===== src/rtl/pwm_sm_pkg.sv =====
// Package: shared sizes and the comparator-to-output wiring of the PWM submodule.
// Assumes channel 0 is the local sync (set by compare 1, cleared by compare 0)
// and channel k > 0 is set by compare 2k and cleared by compare 2k+1.
package pwm_sm_pkg;
    localparam int CNT_W   = 16;
    localparam int NUM_CMP = 6;
    localparam int NUM_CH  = NUM_CMP / 2;
    localparam int ADDR_W  = $clog2(NUM_CMP + 2);

    // Comparator index that turns channel k on
    function automatic int set_idx(input int k);
        return (k == 0) ? 1 : 2 * k;
    endfunction

    // Comparator index that turns channel k off
    function automatic int clr_idx(input int k);
        return (k == 0) ? 0 : 2 * k + 1;
    endfunction
endpackage


===== src/rtl/pwm_cmp_regs.sv =====
// Module: shadow and active compare storage.
// Writes land in shadow registers; the active set is refreshed from the
// shadows only when load is high. The shadow start value is read directly by
// the counter, which samples it only at the same load instants.
module pwm_cmp_regs #(
    parameter int CNT_W   = 16,
    parameter int NUM_CMP = 6,
    parameter int ADDR_W  = 3
) (
    input  logic                          clk,
    input  logic                          rst_n,
    input  logic                          wr_en,
    input  logic [ADDR_W-1:0]             wr_addr,
    input  logic [CNT_W-1:0]              wr_data,
    input  logic                          load,
    output logic [NUM_CMP-1:0][CNT_W-1:0] act_val,
    output logic [CNT_W-1:0]              shd_start
);
    localparam int NUM_SHD = NUM_CMP + 1;

    logic [NUM_SHD-1:0][CNT_W-1:0] shd;

    for (genvar i = 0; i < NUM_SHD; i++) begin : g_shd
        // Capture a software write into shadow register i
        always_ff @(posedge clk) begin
            if (!rst_n) begin
                shd[i] <= '0;
            end else if (wr_en && wr_addr == ADDR_W'(i)) begin
                shd[i] <= wr_data;
            end
        end
    end

    for (genvar i = 0; i < NUM_CMP; i++) begin : g_act
        // Copy shadow compare i into the active set on a load
        always_ff @(posedge clk) begin
            if (!rst_n) begin
                act_val[i] <= '0;
            end else if (load) begin
                act_val[i] <= shd[i];
            end
        end
    end

    assign shd_start = shd[NUM_CMP];

    AST_ACT_HOLD: assert property (@(posedge clk) disable iff (!rst_n) !load |=> $stable(act_val)) else $error("active compare set changed without a load");
endmodule


===== src/rtl/pwm_cmp_counter.sv =====
// Module: period counter.
// Counts up by one each clock; on a modulus match or force it loads the start
// value supplied by the register block. Assumes mod_hit is combinational on count.
module pwm_cmp_counter #(
    parameter int CNT_W = 16
) (
    input  logic             clk,
    input  logic             rst_n,
    input  logic             force_init,
    input  logic             mod_hit,
    input  logic [CNT_W-1:0] load_val,
    output logic [CNT_W-1:0] count
);
    // Advance, restart on modulus, or restart on force
    always_ff @(posedge clk) begin
        if (!rst_n) begin
            count <= '0;
        end else if (force_init || mod_hit) begin
            count <= load_val;
        end else begin
            count <= count + 1'b1;
        end
    end

    AST_CNT_RESTART: assert property (@(posedge clk) disable iff (!rst_n) (force_init || mod_hit) |=> count == $past(load_val)) else $error("counter did not restart");
    AST_CNT_STEP: assert property (@(posedge clk) disable iff (!rst_n) (!force_init && !mod_hit) |=> count == CNT_W'($past(count) + 1)) else $error("counter did not step by one");
endmodule


===== src/rtl/pwm_cmp_match.sv =====
// Module: equality comparators and the one-cycle trigger pulse stage.
// hit is combinational on the current count; trig is hit delayed one clock,
// suppressed in a force cycle. Comparisons are unsigned equality.
module pwm_cmp_match #(
    parameter int CNT_W   = 16,
    parameter int NUM_CMP = 6
) (
    input  logic                          clk,
    input  logic                          rst_n,
    input  logic                          force_init,
    input  logic [CNT_W-1:0]              count,
    input  logic [NUM_CMP-1:0][CNT_W-1:0] act_val,
    output logic [NUM_CMP-1:0]            hit,
    output logic [NUM_CMP-1:0]            trig
);
    for (genvar i = 0; i < NUM_CMP; i++) begin : g_cmp
        // Equality compare of comparator i against the counter
        always_comb begin
            hit[i] = (count == act_val[i]);
        end

        // Register the match as a one-cycle trigger pulse
        always_ff @(posedge clk) begin
            if (!rst_n) begin
                trig[i] <= 1'b0;
            end else begin
                trig[i] <= hit[i] && !force_init;
            end
        end
    end

    AST_FORCE_QUIET: assert property (@(posedge clk) disable iff (!rst_n) force_init |=> trig == '0) else $error("trigger pulse after force");
endmodule


===== src/rtl/pwm_cmp_outff.sv =====
// Module: one set/reset output flip-flop.
// Force loads the idle level; otherwise clear has priority over set.
// Assumes set_hit and clr_hit come from the comparators of the current cycle.
module pwm_cmp_outff (
    input  logic clk,
    input  logic rst_n,
    input  logic force_init,
    input  logic idle_lvl,
    input  logic set_hit,
    input  logic clr_hit,
    output logic q
);
    // Update the output level from force, clear and set, in that priority
    always_ff @(posedge clk) begin
        if (!rst_n || force_init) begin
            q <= idle_lvl;
        end else if (clr_hit) begin
            q <= 1'b0;
        end else if (set_hit) begin
            q <= 1'b1;
        end
    end

    AST_CLR_WINS: assert property (@(posedge clk) disable iff (!rst_n) (!force_init && clr_hit) |=> !q) else $error("clear match did not drive output low");
    AST_SET_EDGE: assert property (@(posedge clk) disable iff (!rst_n) (!force_init && set_hit && !clr_hit) |=> q) else $error("set match did not drive output high");
    AST_FORCE_LVL: assert property (@(posedge clk) disable iff (!rst_n) force_init |=> q == $past(idle_lvl)) else $error("force did not load idle level");
endmodule


===== src/rtl/pwm_cmp_submod.sv =====
// Module: top of the compare-driven PWM submodule.
// Wires the register block, counter, comparators and one set/reset flip-flop
// per channel. Compare 1 is the modulus and full reload; compare 0 is the
// half reload. Channel 0 holds the local sync, whose inverse is pwm_x.
module pwm_cmp_submod
    import pwm_sm_pkg::*;
(
    input  logic                 clk,
    input  logic                 rst_n,
    input  logic                 wr_en,
    input  logic [ADDR_W-1:0]    wr_addr,
    input  logic [CNT_W-1:0]     wr_data,
    input  logic [NUM_CH-1:0]    init_levels,
    input  logic                 force_init,
    output logic [CNT_W-1:0]     count,
    output logic                 local_sync,
    output logic                 pwm_x,
    output logic                 pwm_23,
    output logic                 pwm_45,
    output logic                 full_reload,
    output logic                 half_reload,
    output logic [NUM_CMP-1:0]   trig
);
    localparam int MOD_IDX  = 1;
    localparam int HALF_IDX = 0;

    logic [NUM_CMP-1:0][CNT_W-1:0] act_val;
    logic [CNT_W-1:0]              shd_start;
    logic [NUM_CMP-1:0]            hit;
    logic [NUM_CH-1:0]             ch_q;
    logic [NUM_CH-1:0]             ch_idle;
    logic                          load;

    // Active set refresh happens at a full reload or a force
    always_comb begin
        load = force_init || hit[MOD_IDX];
    end

    pwm_cmp_regs #(.CNT_W(CNT_W), .NUM_CMP(NUM_CMP), .ADDR_W(ADDR_W)) u_regs (
        .clk       (clk),
        .rst_n     (rst_n),
        .wr_en     (wr_en),
        .wr_addr   (wr_addr),
        .wr_data   (wr_data),
        .load      (load),
        .act_val   (act_val),
        .shd_start (shd_start)
    );

    pwm_cmp_counter #(.CNT_W(CNT_W)) u_cnt (
        .clk        (clk),
        .rst_n      (rst_n),
        .force_init (force_init),
        .mod_hit    (hit[MOD_IDX]),
        .load_val   (shd_start),
        .count      (count)
    );

    pwm_cmp_match #(.CNT_W(CNT_W), .NUM_CMP(NUM_CMP)) u_match (
        .clk        (clk),
        .rst_n      (rst_n),
        .force_init (force_init),
        .count      (count),
        .act_val    (act_val),
        .hit        (hit),
        .trig       (trig)
    );

    for (genvar k = 0; k < NUM_CH; k++) begin : g_ch
        localparam int SI = set_idx(k);
        localparam int CI = clr_idx(k);

        // Idle level per channel; channel 0 stores the sync, which is pwm_x inverted
        always_comb begin
            ch_idle[k] = (k == 0) ? !init_levels[k] : init_levels[k];
        end

        pwm_cmp_outff u_ff (
            .clk        (clk),
            .rst_n      (rst_n),
            .force_init (force_init),
            .idle_lvl   (ch_idle[k]),
            .set_hit    (hit[SI]),
            .clr_hit    (hit[CI]),
            .q          (ch_q[k])
        );
    end

    // Drive the named outputs from the channel flip-flops and pulse stage
    always_comb begin
        local_sync  = ch_q[0];
        pwm_x       = !ch_q[0];
        pwm_23      = ch_q[1];
        pwm_45      = ch_q[2];
        full_reload = trig[MOD_IDX];
        half_reload = trig[HALF_IDX];
    end

    AST_FULL_AFTER_MOD: assert property (@(posedge clk) disable iff (!rst_n) (!force_init && count == act_val[MOD_IDX]) |=> full_reload) else $error("missing full reload pulse");
    AST_SYNC_RISE: assert property (@(posedge clk) disable iff (!rst_n) (!force_init && hit[MOD_IDX] && !hit[HALF_IDX]) |=> local_sync && !pwm_x) else $error("local sync did not rise");
endmodule


===== config.mk =====
export PLATFORM = sky130hd
export DESIGN_NAME = pwm_cmp_submod
export DESIGN_NICKNAME = d
export VERILOG_FILES = /design/src/rtl/pwm_sm_pkg.sv /design/src/rtl/pwm_cmp_regs.sv /design/src/rtl/pwm_cmp_counter.sv /design/src/rtl/pwm_cmp_match.sv /design/src/rtl/pwm_cmp_outff.sv /design/src/rtl/pwm_cmp_submod.sv
export SDC_FILE = /design/constraint.sdc
export NUM_CORES = 1
export LEC_CHECK = 0
export BUFFER_PORTS_ARGS = -buffer_cell sky130_fd_sc_hd__buf_4
export CAP_MARGIN = 30
export CORE_ASPECT_RATIO = 0.6
export CORE_MARGIN = 2
export CORE_UTILIZATION = 55
export CTS_BUF_LIST = sky130_fd_sc_hd__clkbuf_4
export DETAILED_ROUTE_END_ITERATION = 10
export PLACE_DENSITY = 0.73
export SETUP_SLACK_MARGIN = 0.4
export SYNTH_ARGS = -nofsm -noshare
export SYNTH_HDL_FRONTEND = slang
export SYNTH_HIERARCHICAL = 1
export SYNTH_SLANG_ARGS = --single-unit

===== constraint.sdc =====
create_clock -name clk -period 2.8 [get_ports clk]
set_input_delay 0.56 -clock clk [delete_from_list [all_inputs] [get_ports clk]]
set_output_delay 0.56 -clock clk [all_outputs]
set_load 0.01 [all_outputs]

==> results_dict.tcl <==
set metrics [dict create \
    status "completed" \
    regArea_sq_mm 0.00470 \
    grt_max_degree 68 \
    initialDrtViolationCount 447 \
    rsz0062_at_grt "no" \
    vias_per_cell 5.26 \
    layout.cells.non_filler 1323 \
    cp-start-kind "flop" \
    r2r_cells 7 \
    min_period_ps 2270 \
    dp_hpwl_um 16000 \
    multiInputGateArea_sq_mm 0.00500 \
    firstDrtPassIters 5 \
    yosysSeqAreaShare_pct 45.9 \
    final_layout_size_suffix_gt1_share_pct 18.4 \
    worstSetupPathType "reg -> reg" \
    worstReg2RegStart "u_cnt/count[4]$_SDFF_PN0_" \
    ys.flop_type "dfxtp_1" \
    die-width_um 180 \
    syn_area_sq_mm 0.0102 \
    async_flop_share_pct 0 \
    cp-end-kind "flop" \
    p_per_area_mw_per_mm2 636 \
    cts_buffers 54 \
    cts_resized 0 \
    synth.avg_cell_area_sq_um 10.4 \
    clock-sinks 233 \
    startpoint "u_cnt/count[4]$_SDFF_PN0_" \
    core_area_sq_mm 0.0181 \
    yosysUniqueCellTypes 40 \
    synth_top_cell_by_area "dfxtp_1" \
    max_cap_viol_count 0 \
    leakage_nw 5.01 \
    n_fill_cell 1480 \
    syn-num-nets 1008 \
    worstPathMaxFanout 39 \
    gp_congestion 0.872 \
    hold_viol 0 \
    antenna_found_initial 0 \
    yosys.area.top_type_share_pct 45.0 \
    clock_latency_ps 640 \
    dieArea_sq_mm 0.0197 \
    placedCellCount 1222 \
    port-buffer-count 53 \
    cts_max_level 2 \
    vias 6960 \
    drc 0 \
    detail-route-antenna-nets 0 \
    max_freq_ghz 0.441 \
    setup_violations 0 \
    maxSlewViolCount 0 \
    fp.dieH_um 110 \
    max-slew-margin-rel_pct 61.9 \
    r2r_slack_ps 530 \
    wl_per_cell_um 18.4 \
    placed_cell_area_sq_mm 0.0107 \
    path_clk_slew_ps 70 \
    fin_ws_ps 533 \
    dp_slack_ps 584 \
    nets 1065 \
    final_common_cell "dfxtp_1" \
    required_ps 3310 \
    ios 54 \
    grt_overflow 0 \
    hold_buffers 0 \
    synth_edf_count 3 \
    drt_wl_total_um 24400 \
    fin_skew_ps 32.2 \
    hold_class "in -> reg" \
    final.period_utilization_pct 81.0 \
    num_antenna_cells 0 \
    synth_warnings 6 \
    reg2reg_to "u_regs/act_val[39]$_SDFFE_PN0P_" \
    worst_ep_arrival_time_ps 2780 \
    yosys-top-cells-area "dfxtp_1, mux2i_1, xnor2_1" \
    ys_ff_latch 233 \
    setup.worst_path.end "u_regs/act_val[39]$_SDFFE_PN0P_" \
    clockRootBuffer "clkbuf_4" \
    post-cts-setup-buffers 0 \
    setup_tns_ps 0 \
    cts_tree "built" \
    tightest_slew_ps 567 \
    final_cell_mix "dfxtp_1, mux2i_1, nand2_1" \
    grt_pass1_wl_um 37600 \
    clock_path_buffers 3 \
    first_global_vias 6656 \
    start_util_pct 56.4 \
    synth_cells 981 \
    rows 38 \
    final_area_sq_mm 0.0115 \
    synthToLayoutAreaGrowth_pct 12.1 \
    peakVddDrop_uv 411 \
    grt_usage_pct 24.7 \
]
-- report_power, final --
group / internal, W / leakage [nW] / switching [W] / total [W]
sequential: 0.00341 / 1.89 / 0.0000573 / 0.00346
clock: 0.00148 / 0.432 / 0.00133 / 0.00281
combinational: 0.000431 / 2.68 / 0.000590 / 0.00102
-- metrics by stage --
stage,util (%),power (W),hold WS (ps)
2_1_floorplan,-,0.00422,434
3_3_place_gp,59.3,0.00454,443
3_5_place_dp,59.3,0.00455,450
4_1_cts,63.3,0.00734,226
5_1_grt,63.3,0.00759,266
6_report,63.3,0.00730,275
-- routing by layer --
layer / share of wire, % / global-route usage [%]
met1: 53 / 37.5
met5: 0 / 0
met4: 1.1 / 5.36
met3: 5.9 / 5.53
met2: 40 / 35.6
-- layout make-up --
type                            count  area share (%)
Timing Repair Buffer               88            6.23
Sequential cell                   233            41.0
Clock inverter                     15           0.720
Clock buffer                       86            5.63
Multi-Input combinational cell    655            43.6
Inverter                            6           0.196
Tap cell                          240            2.62
-- worst min path at each step --
stage	from	to	slack, ps	depth (start not counted)
floorplan	u_regs/shd[16]$_SDFFE_PN0P_	u_regs/shd[16]$_SDFFE_PN0P_	430	2
global placement	u_regs/shd_start[11]$_SDFFE_PN0P_	u_regs/shd_start[11]$_SDFFE_PN0P_	440	2
detailed placement	u_regs/shd[24]$_SDFFE_PN0P_	u_regs/shd[24]$_SDFFE_PN0P_	450	2
CTS	init_levels[1]	g_ch[1].u_ff/q$_DFFE_PP_	230	3
global route	init_levels[1]	g_ch[1].u_ff/q$_DFFE_PP_	270	3
finish	init_levels[1]	g_ch[1].u_ff/q$_DFFE_PP_	270	3
-- synthesized netlist by cell type, types with 3 or more instances --
cell type    n
dfxtp_1    230
mux2i_1    211
nand2_1    137
xnor2_1    104
nor2b_1     96
buf_2       29
nand4_1     28
buf_4       23
clkbuf_1    17
o21ai_0     12
nor4_2      11
buf_6        9
buf_1        8
and3b_1      6
inv_1        6
nand3_1      6
a21oi_1      5
xor2_1       5
or3_1        4
a21oi_2      3
edfxtp_1     3
nand2b_4     3
nand4b_1     3
o211a_1      3
-- registers in the layout (all words and copies together) (netlist names) --
name              count
u_cnt/count          16
u_match/trig          6
u_regs/shd           96
g_ch.u_ff/q           3
u_regs/shd_start     16
u_regs/act_val       96
-- worst max-delay path, cell delays in order, from the launching register on --
cell and delay [ps]:
dfxtp_2 530, xnor2_1 170, nand4_1 150, nor4_4 410, or2_4 260, buf_12 280
mux2i_1 260, nor2b_1 60
-- cells by family (layout without fill, tap and decap cells) --
| logic type | after synthesis | after routing | share of synthesized area [%] |
|---|---|---|---|
| adders and majority gates | 1 | 1 | 0.122 |
| DFF | 233 | 233 | 45.9 |
| xor gates and xnor gates | 109 | 109 | 9.34 |
| and+or+nand+nor | 306 | 306 | 16.8 |
| muxes | 211 | 211 | 20.7 |
| buffers and inverters | 93 | 195 | 5.43 |
| AOI/OAI and AO/OA | 28 | 28 | 1.71 |
(Power assumes the default switching activity.)
